==> src/rtl/perf_window_bank.sv <==
module perf_window_bank #(
  parameter int CNT_W   = 32,
  parameter int NUM_CNT = 4,
  parameter int NUM_EVT = 16,
  parameter int ID_W    = 8,
  parameter int SEL_W   = 8
) (
  input  logic               clk,
  input  logic               rst_n,
  input  logic [NUM_EVT-1:0] evt_in,
  input  logic               rd_valid,
  input  logic [ID_W-1:0]    rd_id,
  input  logic               wr_valid,
  input  logic [ID_W-1:0]    wr_id,
  input  logic               reg_wen,
  input  logic [3:0]         reg_addr,
  input  logic [31:0]        reg_wdata,
  output logic [31:0]        reg_rdata,
  output logic               irq
);
  localparam int EIW = (NUM_EVT > 1) ? $clog2(NUM_EVT) : 1;
  localparam logic [3:0] A_CTRL = 4'd0;
  localparam logic [3:0] A_STAT = 4'd1;
  localparam logic [3:0] A_FILT = 4'd2;
  localparam logic [3:0] A_SEL  = 4'd4;
  localparam logic [3:0] A_CNT  = 4'd8;
  localparam logic [SEL_W-1:0] CODE_RD = SEL_W'('h41);
  localparam logic [SEL_W-1:0] CODE_WR = SEL_W'('h42);

  logic                          enable, frozen;
  logic [ID_W-1:0]               f_match, f_mask;
  logic [NUM_CNT-1:0][SEL_W-1:0] sel;
  logic [NUM_CNT-1:0][CNT_W-1:0] cnt;
  logic [NUM_CNT-1:0]            hit, cnt_wr;
  logic                          run, rd_ok, wr_ok, expire, stat_clr;

  assign run      = enable & ~frozen;
  assign rd_ok    = rd_valid & ((rd_id & f_mask) == (f_match & f_mask));
  assign wr_ok    = wr_valid & ((wr_id & f_mask) == (f_match & f_mask));
  assign expire   = run & (&cnt[0]) & ~cnt_wr[0];
  assign stat_clr = reg_wen & (reg_addr == A_STAT) & reg_wdata[0];
  assign irq      = frozen;

  for (genvar g = 0; g < NUM_CNT; g++) begin : g_cnt
    assign cnt_wr[g] = reg_wen & (reg_addr == A_CNT + 4'(g));
    if (g == 0) begin : g_time
      assign hit[g] = 1'b1;
    end else begin : g_evt
      always_comb begin
        if (sel[g] == CODE_RD)              hit[g] = rd_ok;
        else if (sel[g] == CODE_WR)         hit[g] = wr_ok;
        else if (sel[g] < SEL_W'(NUM_EVT))  hit[g] = evt_in[EIW'(sel[g])];
        else                                hit[g] = 1'b0;
      end
    end

    always_ff @(posedge clk or negedge rst_n) begin
      if (!rst_n) begin
        cnt[g] <= '0;
        sel[g] <= '0;
      end else begin
        if (cnt_wr[g])         cnt[g] <= reg_wdata[CNT_W-1:0];
        else if (run & hit[g]) cnt[g] <= cnt[g] + 1'b1;
        if (reg_wen && reg_addr == A_SEL + 4'(g)) sel[g] <= reg_wdata[SEL_W-1:0];
      end
    end
  end

  always_ff @(posedge clk or negedge rst_n) begin
    if (!rst_n) begin
      enable  <= 1'b0;
      frozen  <= 1'b0;
      f_match <= '0;
      f_mask  <= '0;
    end else begin
      if (reg_wen && reg_addr == A_CTRL) enable <= reg_wdata[0];
      if (reg_wen && reg_addr == A_FILT) begin
        f_match <= reg_wdata[ID_W-1:0];
        f_mask  <= reg_wdata[16+ID_W-1:16];
      end
      if (expire)        frozen <= 1'b1;
      else if (stat_clr) frozen <= 1'b0;
    end
  end

  always_comb begin
    reg_rdata = '0;
    case (reg_addr)
      A_CTRL: reg_rdata[0] = enable;
      A_STAT: reg_rdata[0] = frozen;
      A_FILT: begin
        reg_rdata[ID_W-1:0]     = f_match;
        reg_rdata[16+ID_W-1:16] = f_mask;
      end
      default: begin
        for (int i = 0; i < NUM_CNT; i++) begin
          if (reg_addr == A_SEL + 4'(i)) reg_rdata[SEL_W-1:0] = sel[i];
          if (reg_addr == A_CNT + 4'(i)) reg_rdata[CNT_W-1:0] = cnt[i];
        end
      end
    endcase
  end

  // the window counter steps by one per enabled, unfrozen edge
  p_cycle_step_r2: assert property (@(posedge clk) disable iff (!rst_n)
    (run && !cnt_wr[0] && !(&cnt[0])) |=> cnt[0] == $past(cnt[0]) + 1'b1);

  // reaching the limit freezes the bank and raises the interrupt
  p_expire_r7: assert property (@(posedge clk) disable iff (!rst_n)
    (run && !cnt_wr[0] && (&cnt[0])) |=> (irq && cnt[0] == '0));

  // while frozen nothing moves unless software loads a counter
  p_freeze_hold_r7: assert property (@(posedge clk) disable iff (!rst_n)
    (frozen && cnt_wr == '0) |=> $stable(cnt));

  // the interrupt rises only on window expiry
  p_no_spurious_irq_r6: assert property (@(posedge clk) disable iff (!rst_n)
    (!irq && !(run && (&cnt[0]))) |=> !irq);

  // a one written to status releases the bank
  p_release_r8: assert property (@(posedge clk) disable iff (!rst_n)
    (stat_clr && !expire) |=> !irq);

  // a counter write lands on its edge
  p_load_r9: assert property (@(posedge clk) disable iff (!rst_n)
    cnt_wr[1] |=> cnt[1] == $past(reg_wdata[CNT_W-1:0]));

  // disabled bank holds all counts
  p_disabled_hold_r10: assert property (@(posedge clk) disable iff (!rst_n)
    (!enable && cnt_wr == '0) |=> $stable(cnt));
endmodule

==> config.mk <==
export PLATFORM = sky130hd
export DESIGN_NAME = perf_window_bank
export DESIGN_NICKNAME = d
export VERILOG_FILES = /design/src/rtl/perf_window_bank.sv
export SDC_FILE = /design/constraint.sdc
export NUM_CORES = 1
export LEC_CHECK = 0
export BUFFER_PORTS_ARGS = -buffer_cell sky130_fd_sc_hd__buf_2
export CORE_ASPECT_RATIO = 0.7
export CORE_MARGIN = 2
export CORE_UTILIZATION = 50
export DETAILED_ROUTE_END_ITERATION = 8
export PLACE_DENSITY = 0.76
export SETUP_SLACK_MARGIN = 0.1
export SKIP_LAST_GASP = 1
export SYNTH_ARGS = -nofsm -noshare
export SYNTH_HDL_FRONTEND = slang
export SYNTH_SLANG_ARGS = --single-unit
==> constraint.sdc <==
create_clock -name clk -period 3.79 [get_ports clk]
set_input_delay 0.758 -clock clk [delete_from_list [all_inputs] [get_ports clk]]
set_output_delay 0.758 -clock clk [all_outputs]
set_load 0.01 [all_outputs]
After elaboration in Yosys (flattened, before gate mapping):

Index checks and enable logic that the tools add are counted.

* $add $sub $neg: 4
* $lt $le $gt $ge: 6
* eq/ne operators: 18
* mux-type cells: 39
* bitwise gates (word level): 19
* reduce and logical (&&, ||, !) cells: 15

Operators by type and width (count)
* two-way mux 32 bit: 13
* adder 32 x 1 -> 32 bit, second input constant: 4
* equality test 8 x 7 -> 1 bit, second input constant: 6
* two-way mux 8 bit: 6
* AND reduction 32 bit: 1
* AND 8 bit: 3
* < comparator 8 x 5 -> 1 bit, second input constant: 3
* equality test 4 x 3 -> 1 bit, second input constant: 4
* equality test 4 bit, second input constant: 4
* equality test 8 bit: 2
* case mux 8 bit (2 select lines): 1
* < comparator 4 x 5 -> 1 bit, second input constant: 3
* AND 1 bit: 14
* two-way mux 1 bit: 14
* case mux 7 bit (2 select lines): 1
* binary-select mux 1 bit (select 4 bit): 3
* nonzero test 2 bit: 5
* logical AND 1 bit: 6
* equality test 4 x 1 -> 1 bit, second input constant: 1
* equality test 4 x 2 -> 1 bit, second input constant: 1
* zero test 4 bit: 1
* case mux 1 bit (3 select lines): 1
* OR reduction 3 bit: 1
* NOT 1 bit: 2
* OR reduction 2 bit: 1

* register bits: 178
* bits of input ports: 73
* output and inout port bits: 33
* word-level logic and storage cells: 113

Logic depth before layout (Yosys ltp):

* depth in word-level cells: 11
* depth in mapped cells: 10

Least setup slack after synthesis:

Ideal clock, no wire load.

* path type: in2out
* start point: input port reg_addr[2]
* end point: output port reg_rdata[10]
* arrival time: 2.063 ns
* slack: 0.969 ns
* stages on the path: 7
* cell sequence: nand2b_1 clkbuf_1 nor2_1 clkbuf_1 buf_1 a22oi_1 nand2_1

* cells in the longest elaborated chain, start to end: 7
* elaborated cells on any way between the ends: 14
* those cells by class: 6 x eq/ne; 6 x mux; 2 x reduce/logical

RTL lines
* from (decl): line 16 `input logic [3:0] reg_addr,`
* equality test 4 bit: line 98 `if (reg_addr == A_CNT + 4'(i)) reg_rdata[CNT_W-1:0] = cnt[i];`
* two-way mux 32 bit: line 98
* two-way mux 32 bit: line 88 `case (reg_addr)`
* two-way mux 32 bit (3 in a row): line 98
* two-way mux 8 bit *: line 88
* to (decl): line 18 `output logic [31:0] reg_rdata,`

Every way passes the cells marked *; elsewhere a longest branch is shown, timed or not. The select of a mux whose other input is x is not followed.

Final worst setup path:

* start point: input port reg_addr[2]
* end point: output port reg_rdata[5]

* cells in the longest elaborated chain, start to end: 11
* elaborated cells on any way between the ends: 22
* those cells by class: 10 x eq/ne; 10 x mux; 2 x reduce/logical

RTL lines
* equality test 4 x 3 -> 1 bit: line 97 `if (reg_addr == A_SEL + 4'(i)) reg_rdata[SEL_W-1:0] = sel[i];`
* two-way mux 8 bit: line 97
* two-way mux 32 bit: line 98
* two-way mux 32 bit: line 88
* two-way mux 8 bit: line 97
* two-way mux 32 bit: line 98
* two-way mux 8 bit: line 97
* two-way mux 32 bit: line 98
* two-way mux 8 bit: line 97
* two-way mux 32 bit: line 98
* case mux 7 bit (2 select lines) *: line 88

Marked as above.

==> qor.csv <==
stage,metric,value,unit
place,detailed_place_hpwl,26300,um
place,place_area,0.0117,mm2
cts,cts_resized,0,
pwr,power_frac_clock,0.289,
place,dp.cells,1555,
detailed_routing,ant_nets,0,
cts,cts_setup_buffers,0,
critical_path,critical_path_buf_inv_count,3,
layout,n_fill_cell,1895,
run_status,outcome,completed,
global_route,gr-usage-all-layers,0.316,
critical_path,crit_path_end_kind,output port,
synth,syn_area_per_cell,8.97,um2
die,die_area,0.0230,mm2
cts,ctsHoldBuffers,0,
die,rows,45,
place,gp_congestion,1.04,
global_route,grt_pass1_wl,55800,um
cts,htreeDepth,4,
pwr,power.switching,2.52,mW
critical_path,max_stage_delay,600,ps
synth,synth_cells,1213,
sta,fin_crit,3360,ps
pwr,sequentialPowerShare,0.472,
detailed_routing,drt_pass1_iterations,7,
place,pre_cts_ws,517,ps
global_route,antenna_found_initial,0,
die,initial_core_util,0.506,
sta,fin_skew,13.3,ps
die,die_h,127,um
pwr,combinationalPowerShare,0.238,
critical_path,arrival,2610,ps
cts,cts_root_buf,clkbuf_16,
sta,relSlewSlack,0.411,
synth,ys.warnings.count,0,
cts,clk_latency,450,ps
critical_path,required,3030,ps
sta,tightest_slew,884,ps
layout,diodes,0,
synth,syn-num-nets,1290,
detailed_routing,drt-initial-drc-count,1578,
synth,yosys_register_bits,178,
job,drv_cap,0,
synth,netlist_area,0.0109,mm2
detailed_routing,remaining_drc_errors,0,
pwr,power.density,555,mW/mm2
synth,synth_edf_count,0,
detailed_routing,routed_wl,36000,um
die,die_w,180,um
critical_path,cpMaxStageDelayCell,nor2_2,
critical_path,crit_path_start_kind,input pin,
global_route,grt_pass1_vias,9278,
global_route,overflow,0,
synth,async_reset_ff_frac,1.00,
cts,clk_path_buf_depth,2,
sta,drv_slew,0,
pwr,internal_power,4.36,mW
pwr,swShare,0.367,
sta,timing.final.crit_share,0.888,
sta,timing.setup.tns,0,ps
layout,fin_util,0.576,
global_route,grt_max_degree,89,
sta,rsz0062_at_grt,no,
cts,cts.sinks,178,
sta,max_freq,297,MHz
detailed_routing,vias_per_cell,6.44,
layout,drive_above_1_share,0.186,
sta,finalSetupViolations,0,
synth,synth_cell_types,51,
critical_path,critPathTopFamily,simple AND/OR/NAND/NOR gates,
pwr,power.leakage,4.85,nW
synth,ys_seq_area_frac,0.409,
critical_path,crit_chain,"buf_2, nand2b_1, nor2_2, buf_12, a22oi_1, nand2_1, o22ai_1, nand2_1, buf_2",
sta,layout_setup_ws,425,ps
synth,ys.flop_type,dfrtp_1,
layout,finalNonFillerCells,1587,
layout,design.final.nets,1369,
pwr,vdd.ir_drop.worst,0.303,mV
worst_hold_path,hp-class,input pin to async pin,
cts,cts-buffers-inserted,17,
sta,hold_viol,0,
place,port_buffers,105,
die,ios,106,
detailed_routing,wl_per_cell,22.7,um
cts,cts_tree,yes,
die,core-area,0.0215,mm2
layout,area_growth,13.9,%
detailed_routing,routed-via-count,10200,
critical_path,critical_path_class,input pin to output port,
critical_path,path_max_fanout,16,
layout,final_area,0.0124,mm2
cts,clkTransAtPathRegs,70,ps
==> placed cells by master (no fill, tap or decap), types with 3 or more instances in the layout <==
cell / n
buf_2: 104
nor2b_1: 9
nand2_1: 168
mux2_2: 52
mux4_2: 10
bufinv_16: 4
mux2i_1: 12
and4_1: 3
clkinv_4: 3
buf_4: 25
a21oi_1: 45
a221oi_1: 8
buf_12: 4
ha_1: 4
and2_1: 5
o21ai_1: 8
or3_1: 6
a22oi_1: 55
and3_1: 19
a222oi_1: 12
xor2_1: 37
or4_1: 3
nor3_1: 44
a31oi_1: 4
nand4_1: 28
dfrtp_1: 178
nor4_1: 37
nor2_2: 3
xnor2_1: 100
o21ai_0: 84
clkbuf_16: 17
nand3_1: 49
nor4b_1: 8
a22o_1: 8
nand3b_1: 3
nor2_1: 86
inv_1: 18
clkinvlp_4: 3
nand2b_1: 6
==> Yosys cell counts, types with 4 or more instances <==
cell type / count / share of area
xor2_1: 37 / 0.030
nor2b_1: 9 / 0.0052
or3_1: 6 / 0.0035
ha_1: 4 / 0.0046
a222oi_1: 12 / 0.011
clkbuf_1: 54 / 0.019
a31oi_1: 4 / 0.0023
a22o_1: 8 / 0.0064
xnor2_1: 100 / 0.081
and3_1: 19 / 0.011
buf_4: 9 / 0.0062
nand4_1: 28 / 0.016
buf_1: 6 / 0.0021
and2_1: 7 / 0.0040
mux2i_1: 12 / 0.011
a22oi_1: 56 / 0.039
mux4_2: 10 / 0.021
nand2b_1: 6 / 0.0035
nor4_1: 37 / 0.021
dfrtp_1: 178 / 0.41
nand3_1: 49 / 0.023
buf_2: 4 / 0.0018
nor2_1: 89 / 0.031
o21ai_1: 8 / 0.0037
a21oi_1: 45 / 0.021
nor4b_1: 8 / 0.0064
inv_1: 18 / 0.0062
nand2_1: 169 / 0.058
nor3_1: 46 / 0.021
a221oi_1: 8 / 0.0064
mux2_2: 52 / 0.054
o21ai_0: 84 / 0.039
==> worst paths after layout <==
| check | startpoint | endpoint | slack [ps] | cells past startpoint |
|---|---|---|---|---|
| worst max-delay path | reg_addr[2] | reg_rdata[5] | 430 | 9 |
| worst min-delay path | rst_n | sel[24]$_DFFE_PN0P_ | 370 | 1 |
| worst max register to register | f_match[5]$_DFFE_PN0P_ | cnt[60]$_DFFE_PN0P_ | 910 | 9 |
| worst min register to register | sel[0]$_DFFE_PN0P_ | sel[0]$_DFFE_PN0P_ | 520 | 1 |
| max in group asynchronous | rst_n | cnt[46]$_DFFE_PN0P_ | 2580 | 2 |
| min in group clk | sel[0]$_DFFE_PN0P_ | sel[0]$_DFFE_PN0P_ | 520 | 1 |
==> worst reg2reg max path: cells and delay by family (launching register included) <==
family,cells,cell delay [ps]
flops,1,430
xor+xnor,2,350
compound gates,4,970
simple gates,2,790
buf+inv,1,190
==> power groups by stage <==
stage | Clock [mW] | Combinational [mW] | Sequential (mW)
2_1_floorplan | 0 | 1.21 | 2.90
3_3_place_gp | 0 | 1.56 | 3.20
3_5_place_dp | 0 | 1.61 | 3.21
4_1_cts | 1.99 | 1.61 | 3.19
5_1_grt | 2.09 | 1.80 | 3.30
6_report | 1.99 | 1.64 | 3.25
==> metrics by stage <==
| step | power, mW | hold slack, ps |
|---|---|---|
| 2_1_floorplan | 4.11 | 462 |
| 3_3_place_gp | 4.76 | 489 |
| 3_5_place_dp | 4.82 | 501 |
| 4_1_cts | 6.80 | 401 |
| 5_1_grt | 7.19 | 430 |
| 6_report | 6.88 | 368 |
==> logic make-up (layout without fill, tap and decap cells) <==
group / Yosys count / in the layout / synth area share
flip-flops: 178 / 178 / 0.409
AND/OR/NAND/NOR: 488 / 488 / 0.214
buffers and inverters: 92 / 184 / 0.0354
multiplexers: 74 / 74 / 0.0856
XOR/XNOR: 137 / 137 / 0.110
adder cells (fa/ha/maj): 4 / 4 / 0.00460
AO/OA/AOI/OAI: 240 / 240 / 0.140
==> flip-flops by register name (all words and copies together) (netlist names) <==
| register | cells |
|---|---|
| f_match | 8 |
| f_mask | 8 |
| enable | 1 |
| sel | 32 |
| cnt | 128 |
| irq | 1 |
==> final cells by class <==
| class | instances | area [um2] | area share |
|---|---|---|---|
| Timing Repair Buffer | 134 | 800 | 0.0645 |
| Multi-Input combinational cell | 943 | 6070 | 0.490 |
| Clock inverter | 13 | 198 | 0.0160 |
| Sequential cell | 178 | 4450 | 0.359 |
| Tap cell | 282 | 353 | 0.0285 |
| Inverter | 18 | 67.6 | 0.00545 |
| Clock buffer | 19 | 453 | 0.0366 |
==> layer usage <==
| metal | wire [um] | track usage | vias up |
|---|---|---|---|
| li1 | - | - | 4517 |
| met1 | 15900 | 0.491 | 4952 |
| met2 | 14100 | 0.415 | 691 |
| met3 | 5510 | 0.109 | 59 |
| met4 | 554 | 0.0731 | 0 |
| met5 | 0 | 0 | - |
(Power assumes the default switching activity.)
